===== src/rtl/draw_cmd_queue_pkg.sv =====
package draw_cmd_queue_pkg;
    typedef enum logic [1:0] {
        Q_EMPTY = 2'd0,
        Q_PART  = 2'd1,
        Q_FULL  = 2'd2
    } q_state_t;

    localparam int STAT_W     = 16;
    localparam int BIT_PIX    = 8;
    localparam int BIT_BUSY   = 9;
    localparam int BIT_EMPTY  = 10;
    localparam int BIT_OVF    = 11;
endpackage


===== src/rtl/dcq_storage.sv =====
module dcq_storage #(
    parameter int DEPTH  = 8,
    parameter int WORD_W = 16
) (
    input  logic              clk,
    input  logic              rst_n,
    input  logic              push,
    input  logic              pop,
    input  logic [WORD_W-1:0] wdata,
    output logic [WORD_W-1:0] head
);
    localparam int PTR_W = (DEPTH > 1) ? $clog2(DEPTH) : 1;

    logic [WORD_W-1:0] mem [DEPTH];
    logic [PTR_W-1:0]  wr_ptr;
    logic [PTR_W-1:0]  rd_ptr;

    function automatic logic [PTR_W-1:0] bump(input logic [PTR_W-1:0] p);
        return (p == PTR_W'(DEPTH - 1)) ? '0 : p + 1'b1;
    endfunction

    always_ff @(posedge clk) begin
        if (!rst_n) begin
            wr_ptr <= '0;
            rd_ptr <= '0;
        end else begin
            if (push) wr_ptr <= bump(wr_ptr);
            if (pop)  rd_ptr <= bump(rd_ptr);
        end
    end

    always_ff @(posedge clk) begin
        if (push) mem[wr_ptr] <= wdata;
    end

    assign head = mem[rd_ptr];
endmodule


===== src/rtl/dcq_ctrl.sv =====
module dcq_ctrl
    import draw_cmd_queue_pkg::*;
#(
    parameter int DEPTH = 8,
    parameter int CNT_W = $clog2(DEPTH + 1)
) (
    input  logic             clk,
    input  logic             rst_n,
    input  logic             cmd_wr,
    input  logic             cfg_wr,
    input  logic             cfg_en_bit,
    input  logic             eng_pop,
    output logic             push_en,
    output logic             pop_en,
    output logic [CNT_W-1:0] count,
    output logic             enable,
    output logic             ovf,
    output logic             is_empty,
    output logic             is_full
);
    q_state_t         state, state_nx;
    logic [CNT_W-1:0] count_nx;

    assign push_en = cmd_wr && enable && !is_full;
    assign pop_en  = eng_pop && !is_empty;

    always_comb begin
        unique case ({push_en, pop_en})
            2'b10:   count_nx = count + 1'b1;
            2'b01:   count_nx = count - 1'b1;
            default: count_nx = count;
        endcase
    end

    always_comb begin
        state_nx = state;
        unique case (state)
            Q_EMPTY: if (push_en) state_nx = Q_PART;
            Q_PART: begin
                if (count_nx == CNT_W'(DEPTH)) state_nx = Q_FULL;
                else if (count_nx == '0)       state_nx = Q_EMPTY;
            end
            Q_FULL:  if (pop_en) state_nx = Q_PART;
            default: state_nx = Q_EMPTY;
        endcase
    end

    always_ff @(posedge clk) begin
        if (!rst_n) begin
            state <= Q_EMPTY;
            count <= '0;
        end else begin
            state <= state_nx;
            count <= count_nx;
        end
    end

    always_ff @(posedge clk) begin
        if (!rst_n) begin
            enable <= 1'b0;
            ovf    <= 1'b0;
        end else if (cfg_wr) begin
            enable <= cfg_en_bit;
            ovf    <= 1'b0;
        end else if (cmd_wr && enable && is_full) begin
            ovf    <= 1'b1;
        end
    end

    always_comb begin
        is_empty = (state == Q_EMPTY);
        is_full  = (state == Q_FULL);
    end

    a_r4_count_bounded: assert property (@(posedge clk) disable iff (!rst_n)
        count <= CNT_W'(DEPTH));
    a_r5_state_matches_count: assert property (@(posedge clk) disable iff (!rst_n)
        (state == Q_EMPTY) == (count == '0));
    a_r8_push_pop_hold: assert property (@(posedge clk) disable iff (!rst_n)
        (push_en && pop_en) |=> $stable(count));
    a_r2_disabled_no_push: assert property (@(posedge clk) disable iff (!rst_n)
        (!enable && !eng_pop) |=> $stable(count));
    a_r7_full_write_flags: assert property (@(posedge clk) disable iff (!rst_n)
        (cmd_wr && enable && is_full && !cfg_wr) |=> ovf);
endmodule


===== src/rtl/dcq_status.sv =====
module dcq_status
    import draw_cmd_queue_pkg::*;
#(
    parameter int DEPTH = 8,
    parameter int CNT_W = $clog2(DEPTH + 1)
) (
    input  logic [CNT_W-1:0]  count,
    input  logic              enable,
    input  logic              ovf,
    input  logic              busy_q,
    input  logic              pix_q,
    output logic [STAT_W-1:0] status
);
    logic [DEPTH-1:0] therm;

    for (genvar i = 0; i < DEPTH; i++) begin : g_therm
        assign therm[i] = (count > CNT_W'(i));
    end

    always_comb begin
        status = '0;
        status[DEPTH-1:0] = therm;
        status[BIT_PIX]   = pix_q;
        status[BIT_BUSY]  = busy_q;
        status[BIT_EMPTY] = (count == '0);
        status[BIT_OVF]   = ovf;
        if (!enable) status = '1;
    end

    always_comb begin
        if (enable) begin
            a_r4_therm_contig: assert (((therm + 1'b1) & therm) == '0);
            a_r10_high_zero: assert (status[STAT_W-1:12] == '0);
        end
    end
endmodule


===== src/rtl/draw_cmd_queue.sv =====
module draw_cmd_queue
    import draw_cmd_queue_pkg::*;
#(
    parameter int DEPTH  = 8,
    parameter int WORD_W = 16
) (
    input  logic              clk,
    input  logic              rst_n,
    input  logic              host_wr,
    input  logic              host_sel,
    input  logic [WORD_W-1:0] host_wdata,
    output logic [WORD_W-1:0] host_rdata,
    output logic              eng_valid,
    output logic [WORD_W-1:0] eng_word,
    input  logic              eng_pop,
    input  logic              eng_busy,
    input  logic              pix_ready
);
    localparam int CNT_W = $clog2(DEPTH + 1);

    logic             cmd_wr, cfg_wr;
    logic             push_en, pop_en;
    logic [CNT_W-1:0] count;
    logic             enable, ovf, is_empty, is_full;
    logic             busy_q, pix_q;
    logic [STAT_W-1:0] status;

    assign cmd_wr = host_wr && !host_sel;
    assign cfg_wr = host_wr && host_sel;

    always_ff @(posedge clk) begin
        if (!rst_n) begin
            busy_q <= 1'b0;
            pix_q  <= 1'b0;
        end else begin
            busy_q <= eng_busy;
            pix_q  <= pix_ready;
        end
    end

    dcq_ctrl #(.DEPTH(DEPTH), .CNT_W(CNT_W)) ctrl_i (
        .clk(clk), .rst_n(rst_n), .cmd_wr(cmd_wr), .cfg_wr(cfg_wr),
        .cfg_en_bit(host_wdata[0]), .eng_pop(eng_pop),
        .push_en(push_en), .pop_en(pop_en), .count(count),
        .enable(enable), .ovf(ovf), .is_empty(is_empty), .is_full(is_full)
    );

    dcq_storage #(.DEPTH(DEPTH), .WORD_W(WORD_W)) store_i (
        .clk(clk), .rst_n(rst_n), .push(push_en), .pop(pop_en),
        .wdata(host_wdata), .head(eng_word)
    );

    dcq_status #(.DEPTH(DEPTH), .CNT_W(CNT_W)) stat_i (
        .count(count), .enable(enable), .ovf(ovf),
        .busy_q(busy_q), .pix_q(pix_q), .status(status)
    );

    assign eng_valid  = !is_empty;
    assign host_rdata = host_sel ? {{(WORD_W-1){1'b0}}, enable} : WORD_W'(status);

    a_r6_valid_follows_count: assert property (@(posedge clk) disable iff (!rst_n)
        eng_valid == (count != '0));
    a_r9_busy_delayed: assert property (@(posedge clk) disable iff (!rst_n)
        eng_busy |=> busy_q);
    a_r2_disabled_reads_ones: assert property (@(posedge clk) disable iff (!rst_n)
        (!enable && !host_sel) |-> (host_rdata == '1));
endmodule


===== config.mk =====
export PLATFORM = sky130hd
export DESIGN_NAME = draw_cmd_queue
export DESIGN_NICKNAME = d
export VERILOG_FILES = /design/src/rtl/draw_cmd_queue_pkg.sv /design/src/rtl/dcq_storage.sv /design/src/rtl/dcq_ctrl.sv /design/src/rtl/dcq_status.sv /design/src/rtl/draw_cmd_queue.sv
export SDC_FILE = /design/constraint.sdc
export NUM_CORES = 1
export LEC_CHECK = 0
export CORE_MARGIN = 2
export CORE_UTILIZATION = 40
export CTS_BUF_LIST = sky130_fd_sc_hd__clkbuf_8 sky130_fd_sc_hd__clkbuf_16
export CTS_CLUSTER_DIAMETER = 80
export DETAILED_ROUTE_END_ITERATION = 10
export PLACE_DENSITY = 0.63
export SETUP_SLACK_MARGIN = 0.2
export SLEW_MARGIN = 30
export SYNTH_ARGS = -nofsm -noshare
export SYNTH_HDL_FRONTEND = slang
export SYNTH_SLANG_ARGS = --single-unit

===== constraint.sdc =====
create_clock -name clk -period 7.25 [get_ports clk]
set_clock_uncertainty 0.15 [all_clocks]
set_input_delay 0.725 -clock clk [delete_from_list [all_inputs] [get_ports clk]]
set_output_delay 0.725 -clock clk [all_outputs]
set_load 0.01 [all_outputs]

==> metrics, run 1 <==
worst-path maximum fanout=32; Async SR Flop Fraction=0%; TritonCTS buffer count=17; clk buf depth=2; final hold vios=0; synth warn=0; Core ar.=0.0150 sq mm; sequential share of power=50.1%; Startpoint Class=flop; power per cell area=247 mW/mm^2; multi-input logic area=0.00173 sq mm; drt total wl=11400 microns; RSZ-0062 raised after global routing=no; Slew HR=46.8%; clock share of power=46.8%; Worst-Skew Late Latency=0.42 ns; max incr delay on CP=0.63 ns; htree depth=4; total number of vias=3153; Synth Flop Type=edfxtp_1; largest net degree at the start of global routing=33; CTS tree=done; Antenna Nets Post-Route=0; Worst EP arrival=2.62 ns; row cnt=45; CP required=6.38 ns; area grow syn2layout=22.9%; initial drt markers=227; worst slew pin tran=0.798 ns; Achievable Freq=0.286 GHz; share of cells above drive strength 1=17.8%; Hold WC Path Type=flop to flop; CP max-delay cell=mux4_1; placed cells=565; Worst Reg-to-Reg Cells=7; GRT overflow=0; synth unique cells=44; Hold Path End=ctrl_i.ovf$_SDFFE_PP0P_; Syn Nets=367; Final nets=431; total track usage=15.1%; net switching power=0.356 mW; Ports=56; Setup CP Type=flop to output pin; Avg Vias per Cell=5.27; combinational fraction of design power=3.1%; GPL Wtd Cong=0.732; R2R setup slack=4.37 ns; Tmin final=3.50 ns; sequential share of the synthesized area=69.5%; Syn Area/Cell=18.2 sq um; First-pass DRT Iterations=5; Worst-path clk slew=0.06 ns; crit-path cells=buf_4, mux4_1, mux2_2, clkdlybuf4s50_1; Final Cycle Share=48.3%; vias in the first global route=3266; Post-synth EDFFs=128; CTS root buffer=clkbuf_16; cts hold-fix bufs=0; Internal Power=1.49 mW; first-pass GRT wire length=17900 microns; Die Ht=127 microns; worst r2r dst=ctrl_i.state[1]$_SDFFE_PN0P_; postcts setup bufs=0; drt wl/cell=19.1 microns; initial core utilization=40.4%; Net Sw Frac=19.3%; die area=0.0162 sq mm; initial antenna violation count=0; Port Buf Inserts=55; HPWL Detailed=7120 microns; Layout fillers=1212; Post-Layout Cell Count=598; Remaining DRCs=0; CTS resizes=0; Slew Limit Fails=0; register area=0.00423 sq mm; antenna cells=0; LEAKAGE=2.47 nW; Hold Crit Start=ctrl_i.ovf$_SDFFE_PP0P_; Max VDD drop=0.000166 V; clock sinks=147; setup TNS=0 ns; Yosys reg bits=147; R2R Path Start=ctrl_i.enable$_SDFFE_PN0P_; Cell Area, Synth=0.00608 sq mm; status=complete, no violations; cells after synthesis=333; hold path depth=2; Final setup viols=0; Die X=127 microns; crit path capture type=output pin; max_cap viols=0
worst max-delay path: cells and delay by family (launching register included):
kind	cells	cell delay, ns
mux	2	0.93
flops	1	0.30
buf+inv	2	0.96
layout by cell type, fill, tap and decap left out, drive strengths merged, types with 4 or more instances in the layout:
cell type | netlist | routed
edfxtp | 128 | 128
clkdlybuf4s50 | 0 | 55
mux4 | 32 | 32
dfxtp | 19 | 19
mux2 | 17 | 17
clkbuf | 5 | 17
nor2 | 16 | 16
a21oi | 13 | 13
inv | 12 | 12
nand2 | 12 | 12
ha | 11 | 11
buf | 14 | 9
clkinv | 0 | 8
nor3 | 8 | 8
o21ai | 6 | 6
clkinvlp | 0 | 4
or2 | 4 | 4
cells in the mapped netlist, types with 8 or more instances:
| cell | number | area [sq um] |
|---|---|---|
| nor2_1 | 16 | 60.1 |
| dfxtp_1 | 19 | 380 |
| mux4_1 | 28 | 736 |
| nor3_1 | 8 | 40.0 |
| edfxtp_1 | 128 | 3840 |
| mux2_2 | 17 | 191 |
| inv_1 | 12 | 45.0 |
| a21oi_1 | 13 | 65.1 |
| ha_1 | 11 | 138 |
| nand2_1 | 12 | 45.0 |
worst max path at each step:
stage	startpoint	endpoint	cells past startpoint
6_report	flop	eng_word[3]	4
5_1_grt	flop	eng_word[3]	4
4_1_cts	flop	eng_word[15]	4
3_5_place_dp	host_sel	ctrl_i.state[1]$_SDFFE_PN0P_	8
3_3_place_gp	host_sel	ctrl_i.state[1]$_SDFFE_PN0P_	8
2_1_floorplan	host_sel	store_i.mem[0][0]$_DFFE_PP_	4
power by group through the flow:
stage / Clock, mW / Combinational, mW / Sequential [mW]
floorplan: 0 / 0.0204 / 0.940
global placement: 0 / 0.0564 / 0.940
detailed placement: 0 / 0.0577 / 0.940
CTS: 0.882 / 0.0582 / 0.923
global route: 0.918 / 0.0618 / 0.923
finish: 0.863 / 0.0571 / 0.923
area by class of cell:
class	count	area share, %
Sequential cell	147	56.6
Clock inverter	15	2.23
Tap cell	188	3.15
Timing Repair Buffer	64	8.53
Inverter	12	0.603
Clock buffer	17	5.70
Multi-Input combinational cell	155	23.2
metrics by stage:
step                      utilization [%]  area (sq um)  power [mW]  hold slack (ns)  setup slack, ns
after global routing                 49.7          7470        1.90            0.401             3.62
final                                49.7          7470        1.84            0.345             3.75
after detailed placement             45.7          6870       0.998            0.337             3.42
after CTS                            49.6          7460        1.86            0.351             3.70
after floorplan                         -          6080       0.960            0.302             3.86
after global placement               45.5          6840       0.997            0.321             3.54
flip-flops by register name, indices dropped and copies added (netlist names), named ones only:
register        flops
busy_q              1
store_i.rd_ptr      3
ctrl_i.ovf          1
ctrl_i.enable       1
store_i.wr_ptr      3
pix_q               1
store_i.mem       128
ctrl_i.state        2
ctrl_i.count        4
cells by family after synthesis:
family          count (synthesis)  share of synthesized area (%)
compound gates                 31                           3.17
fa+ha+maj                      11                           2.26
buf+inv                        31                           2.70
flops                         147                           69.5
mux                            52                           17.2
simple gates                   61                           5.13
routing by layer:
metal	up-vias	wire [microns]	global-route usage, %
met5	-	0	0
met3	9	565	4.02
met1	1590	4760	18.3
li1	1473	-	-
met4	0	119	6.53
met2	81	6000	25.5
No activity file was read; power rests on OpenSTA's default activity.
==> inputs of run 2 (changes only) <==
clock period = 3.4 ns   (was 7.25 ns; I/O delays follow)
==> metrics, run 2 (synthesis gave the netlist of run 1 again) <==
row cnt=45; Port Buf Inserts=55; CP required=2.91 ns; RSZ-0062 raised after global routing=no; first-pass GRT wire length=17900 microns; LEAKAGE=2.53 nW; final hold vios=0; die area=0.0162 sq mm; status=complete, no violations; Antenna Nets Post-Route=0; crit-path cells=buf_12, mux4_1, mux2_2, clkdlybuf4s50_1; Core ar.=0.0150 sq mm; max_cap viols=0; CTS tree=done; max incr delay on CP=0.60 ns; Worst-Skew Late Latency=0.41 ns; drt wl/cell=18.7 microns; htree depth=4; GRT overflow=0; Largest Register=store_i.mem; Startpoint Class=flop; CTS resizes=0; Die X=127 microns; Hold Crit Start=eng_busy; Slew HR=59.8%; power per cell area=513 mW/mm^2; Final Cycle Share=85.7%; worst-path maximum fanout=32; worst slew pin tran=0.599 ns; First-pass DRT Iterations=4; total track usage=15.2%; R2R Path Start=ctrl_i.enable$_SDFFE_PN0P_; met3 GRT Util=4.23%; total number of vias=3136; crit path capture type=output pin; setup TNS=0 ns; CP max-delay cell=mux4_1; Avg Vias per Cell=5.13; hold path depth=2; initial antenna violation count=0; GRT met1 Usage=18.8%; drt total wl=11400 microns; postcts setup bufs=0; Slew Limit Fails=0; TritonCTS buffer count=17; Layout fillers=1224; largest net degree at the start of global routing=33; share of cells above drive strength 1=19.6%; initial drt markers=300; Achievable Freq=0.343 GHz; CTS root buffer=clkbuf_16; Final setup viols=0; HPWL Detailed=7270 microns; clock sinks=147; initial core utilization=40.4%; Ports=56; Hold WC Path Type=input pin to flop; area grow syn2layout=23.7%; placed cell areas=0.00695 sq mm; clk buf depth=2; most frequent cells in the layout=128 x edfxtp_1, 55 x clkdlybuf4s50_1, 28 x mux4_1; Worst-path clk slew=0.06 ns; worst r2r dst=ctrl_i.state[1]$_SDFFE_PN0P_; Worst Reg-to-Reg Cells=7; Worst EP arrival=2.42 ns; Hold Path End=busy_q$_SDFF_PN0_; design area=0.00751 sq mm; Tmin final=2.91 ns; Final nets=444; vias in the first global route=3282; Remaining DRCs=0; R2R setup slack=0.74 ns; antenna cells=0; Max VDD drop=0.000368 V; biggest regs=store_i.mem: 128 flops, ctrl_i.count: 4 flops; GPL Wtd Cong=0.743; Setup CP Type=flop to output pin; Die Ht=127 microns; max reg flops=128; leading cell type in the layout, fill and taps excluded=edfxtp_1; GR peak layer=met2; cts hold-fix bufs=0; met2 Usage GRT=25.3%
==> run 2: per-layer routing <==
layer / vias up / part of all wire (%)
li1: 1492 / -
met1: 1555 / 44
met2: 74 / 50
met3: 15 / 4.5
met4: 0 / 1.7
met5: - / 0
==> run 2: where the power goes <==
part / internal (mW) / total [mW] / switching (mW)
combinational: 0.0644 / 0.121 / 0.0563
clock: 1.07 / 1.76 / 0.696
sequential: 1.96 / 1.97 / 0.00393
==> run 2: cell type report <==
| class | instances | area [sq um] | share of cell area, % |
|---|---|---|---|
| sequential | 147 | 4220 | 56.2 |
| multi-input combinational | 155 | 1720 | 22.8 |
| timing repair buffer | 77 | 728 | 9.69 |
| clock buffer | 17 | 425 | 5.66 |
| tap | 188 | 235 | 3.13 |
| clock inverter | 15 | 141 | 1.88 |
| inverter | 12 | 45.0 | 0.599 |
==> run 2: worst max-delay path by stage <==
stage	start	end	slack (ns)	cells past startpoint
6_report	flop	eng_word[3]	0.49	4
5_1_grt	flop	eng_word[3]	0.42	4
4_1_cts	flop	eng_word[0]	0.45	4
3_5_place_dp	host_wr	ctrl_i.state[1]$_SDFFE_PN0P_	0.44	8
3_3_place_gp	host_wr	ctrl_i.state[1]$_SDFFE_PN0P_	0.56	8
2_1_floorplan	host_sel	store_i.mem[0][0]$_DFFE_PP_	0.40	4
==> run 2: critical path, delay by kind of cell (launching register included) <==
kind,cells,cell delay [ns]
buffers and inverters,2,0.73
flip-flops,1,0.35
multiplexers,2,0.90
==> run 2: through the flow <==
stage	cells	hold slack (ns)	setup WS, ns	power (mW)	util, %
after floorplan	333	0.289	0.396	2.05	-
final	611	0.357	0.487	3.85	50.0
after global placement	579	0.318	0.561	2.12	46.2
after detailed placement	579	0.378	0.442	2.13	46.2
after global routing	611	0.341	0.417	3.99	50.0
after CTS	611	0.339	0.453	3.89	50.0
==> inputs of run 3 (changes only) <==
CAP_MARGIN = 15   (was default)
CORE_UTILIZATION = 46   (was 40)
PLACE_DENSITY = 0.7   (was 0.63)
==> metrics, run 3 (synthesis gave the netlist of run 1 again) <==
status=complete, no violations; Internal Power=3.02 mW; Max VDD drop=0.000316 V; initial antenna violation count=0; initial core utilization=47.6%; cts hold-fix bufs=0; setup TNS=0 ns; Net Sw Frac=19.9%; htree depth=4; die area=0.0141 sq mm; Startpoint Class=flop; Port Buf Inserts=55; met3 GRT Util=4.89%; Hold WC Path Type=flop to flop; GRT met1 Usage=20.2%; drt wl/cell=18.8 microns; Avg Vias per Cell=5.46; row cnt=41; combinational fraction of design power=3.2%; biggest regs=store_i.mem: 128 flops, ctrl_i.count: 4 flops; crit path capture type=output pin; TritonCTS buffer count=17; clock share of power=44.6%; met2 Usage GRT=28.0%; Slew Limit Fails=0; CP required=2.91 ns; Final setup viols=0; CTS resizes=0; LEAKAGE=2.49 nW; Final Cycle Share=85.2%; total number of vias=3198; max reg flops=128; Largest Register=store_i.mem; Tmin final=2.90 ns; power per cell area=509 mW/mm^2; largest net degree at the start of global routing=33; Ports=56; CTS root buffer=clkbuf_16; first-pass GRT wire length=17300 microns; Remaining DRCs=0; max_cap viols=0; total track usage=16.4%; vias in the first global route=3226; worst slew pin tran=0.478 ns; RSZ-0062 raised after global routing=no; HPWL Detailed=6420 microns; share of cells above drive strength 1=17.9%; most frequent cells in the layout=128 x edfxtp_1, 55 x clkdlybuf4s50_1, 28 x mux4_1; Die Ht=119 microns; GRT overflow=0; Worst-Skew Late Latency=0.41 ns; Setup CP Type=flop to output pin; final core occ=58.0%; GR peak layer=met2; initial drt markers=231; net switching power=0.751 mW; First-pass DRT Iterations=5; sequential share of power=52.2%; Achievable Freq=0.345 GHz; clk buf depth=2; Worst EP arrival=2.41 ns; leading cell type in the layout, fill and taps excluded=edfxtp_1; antenna cells=0; postcts setup bufs=0; Die X=119 microns; Core ar.=0.0128 sq mm; Final nets=435; Worst-path clk slew=0.06 ns; final hold vios=0; placed cells=554; Post-Layout Cell Count=586; R2R setup slack=0.77 ns; GPL Wtd Cong=0.751; Antenna Nets Post-Route=0; drt total wl=11000 microns; CTS tree=done; area grow syn2layout=21.9%; clock sinks=147; Slew HR=67.9%; worst-path maximum fanout=32
## run 3: cell type report
type,instances,area [sq um]
fill,937,5370
sequential,147,4220
multi-input combinational,155,1720
timing repair buffer,68,661
clock buffer,19,464
tap,172,215
clock inverter,13,82.6
inverter,12,45.0
## run 3: metal layers
| metal | up-vias | wire length [microns] |
|---|---|---|
| met5 | - | 0 |
| met3 | 8 | 483 |
| met2 | 87 | 5680 |
| met1 | 1622 | 4760 |
| li1 | 1481 | - |
| met4 | 0 | 91 |
## run 3: power groups by stage
stage / logic (mW) / registers, mW / clock network, mW
floorplan: 0.0435 / 2.00 / 0
global placement: 0.117 / 2.00 / 0
detailed placement: 0.121 / 2.01 / 0
CTS: 0.122 / 1.97 / 1.71
global route: 0.132 / 1.97 / 1.79
finish: 0.121 / 1.97 / 1.68
## run 3: critical path, stage by stage (launching register included)
cell             delay, ns
dfxtp_1               0.36
buf_12                0.25
mux4_1                0.60
mux2_2                0.29
clkdlybuf4s50_1       0.48
## run 3: metrics by stage
stage	setup WS, ns	total power [mW]	hold slack (ns)	area [sq um]
final	0.502	3.77	0.363	7410
after floorplan	0.396	2.05	0.289	6080
after global placement	0.581	2.12	0.317	6860
after CTS	0.462	3.80	0.356	7410
after detailed placement	0.452	2.13	0.357	6860
after global routing	0.405	3.89	0.363	7410
## run 3: path summary, 6_finish.rpt
kind	start	endpoint	cells past startpoint
max	flop	eng_word[0]	4
min	ctrl_i.ovf$_SDFFE_PP0P_	ctrl_i.ovf$_SDFFE_PP0P_	2
max reg2reg	ctrl_i.enable$_SDFFE_PN0P_	ctrl_i.state[1]$_SDFFE_PN0P_	7
min reg2reg	ctrl_i.ovf$_SDFFE_PP0P_	ctrl_i.ovf$_SDFFE_PP0P_	2
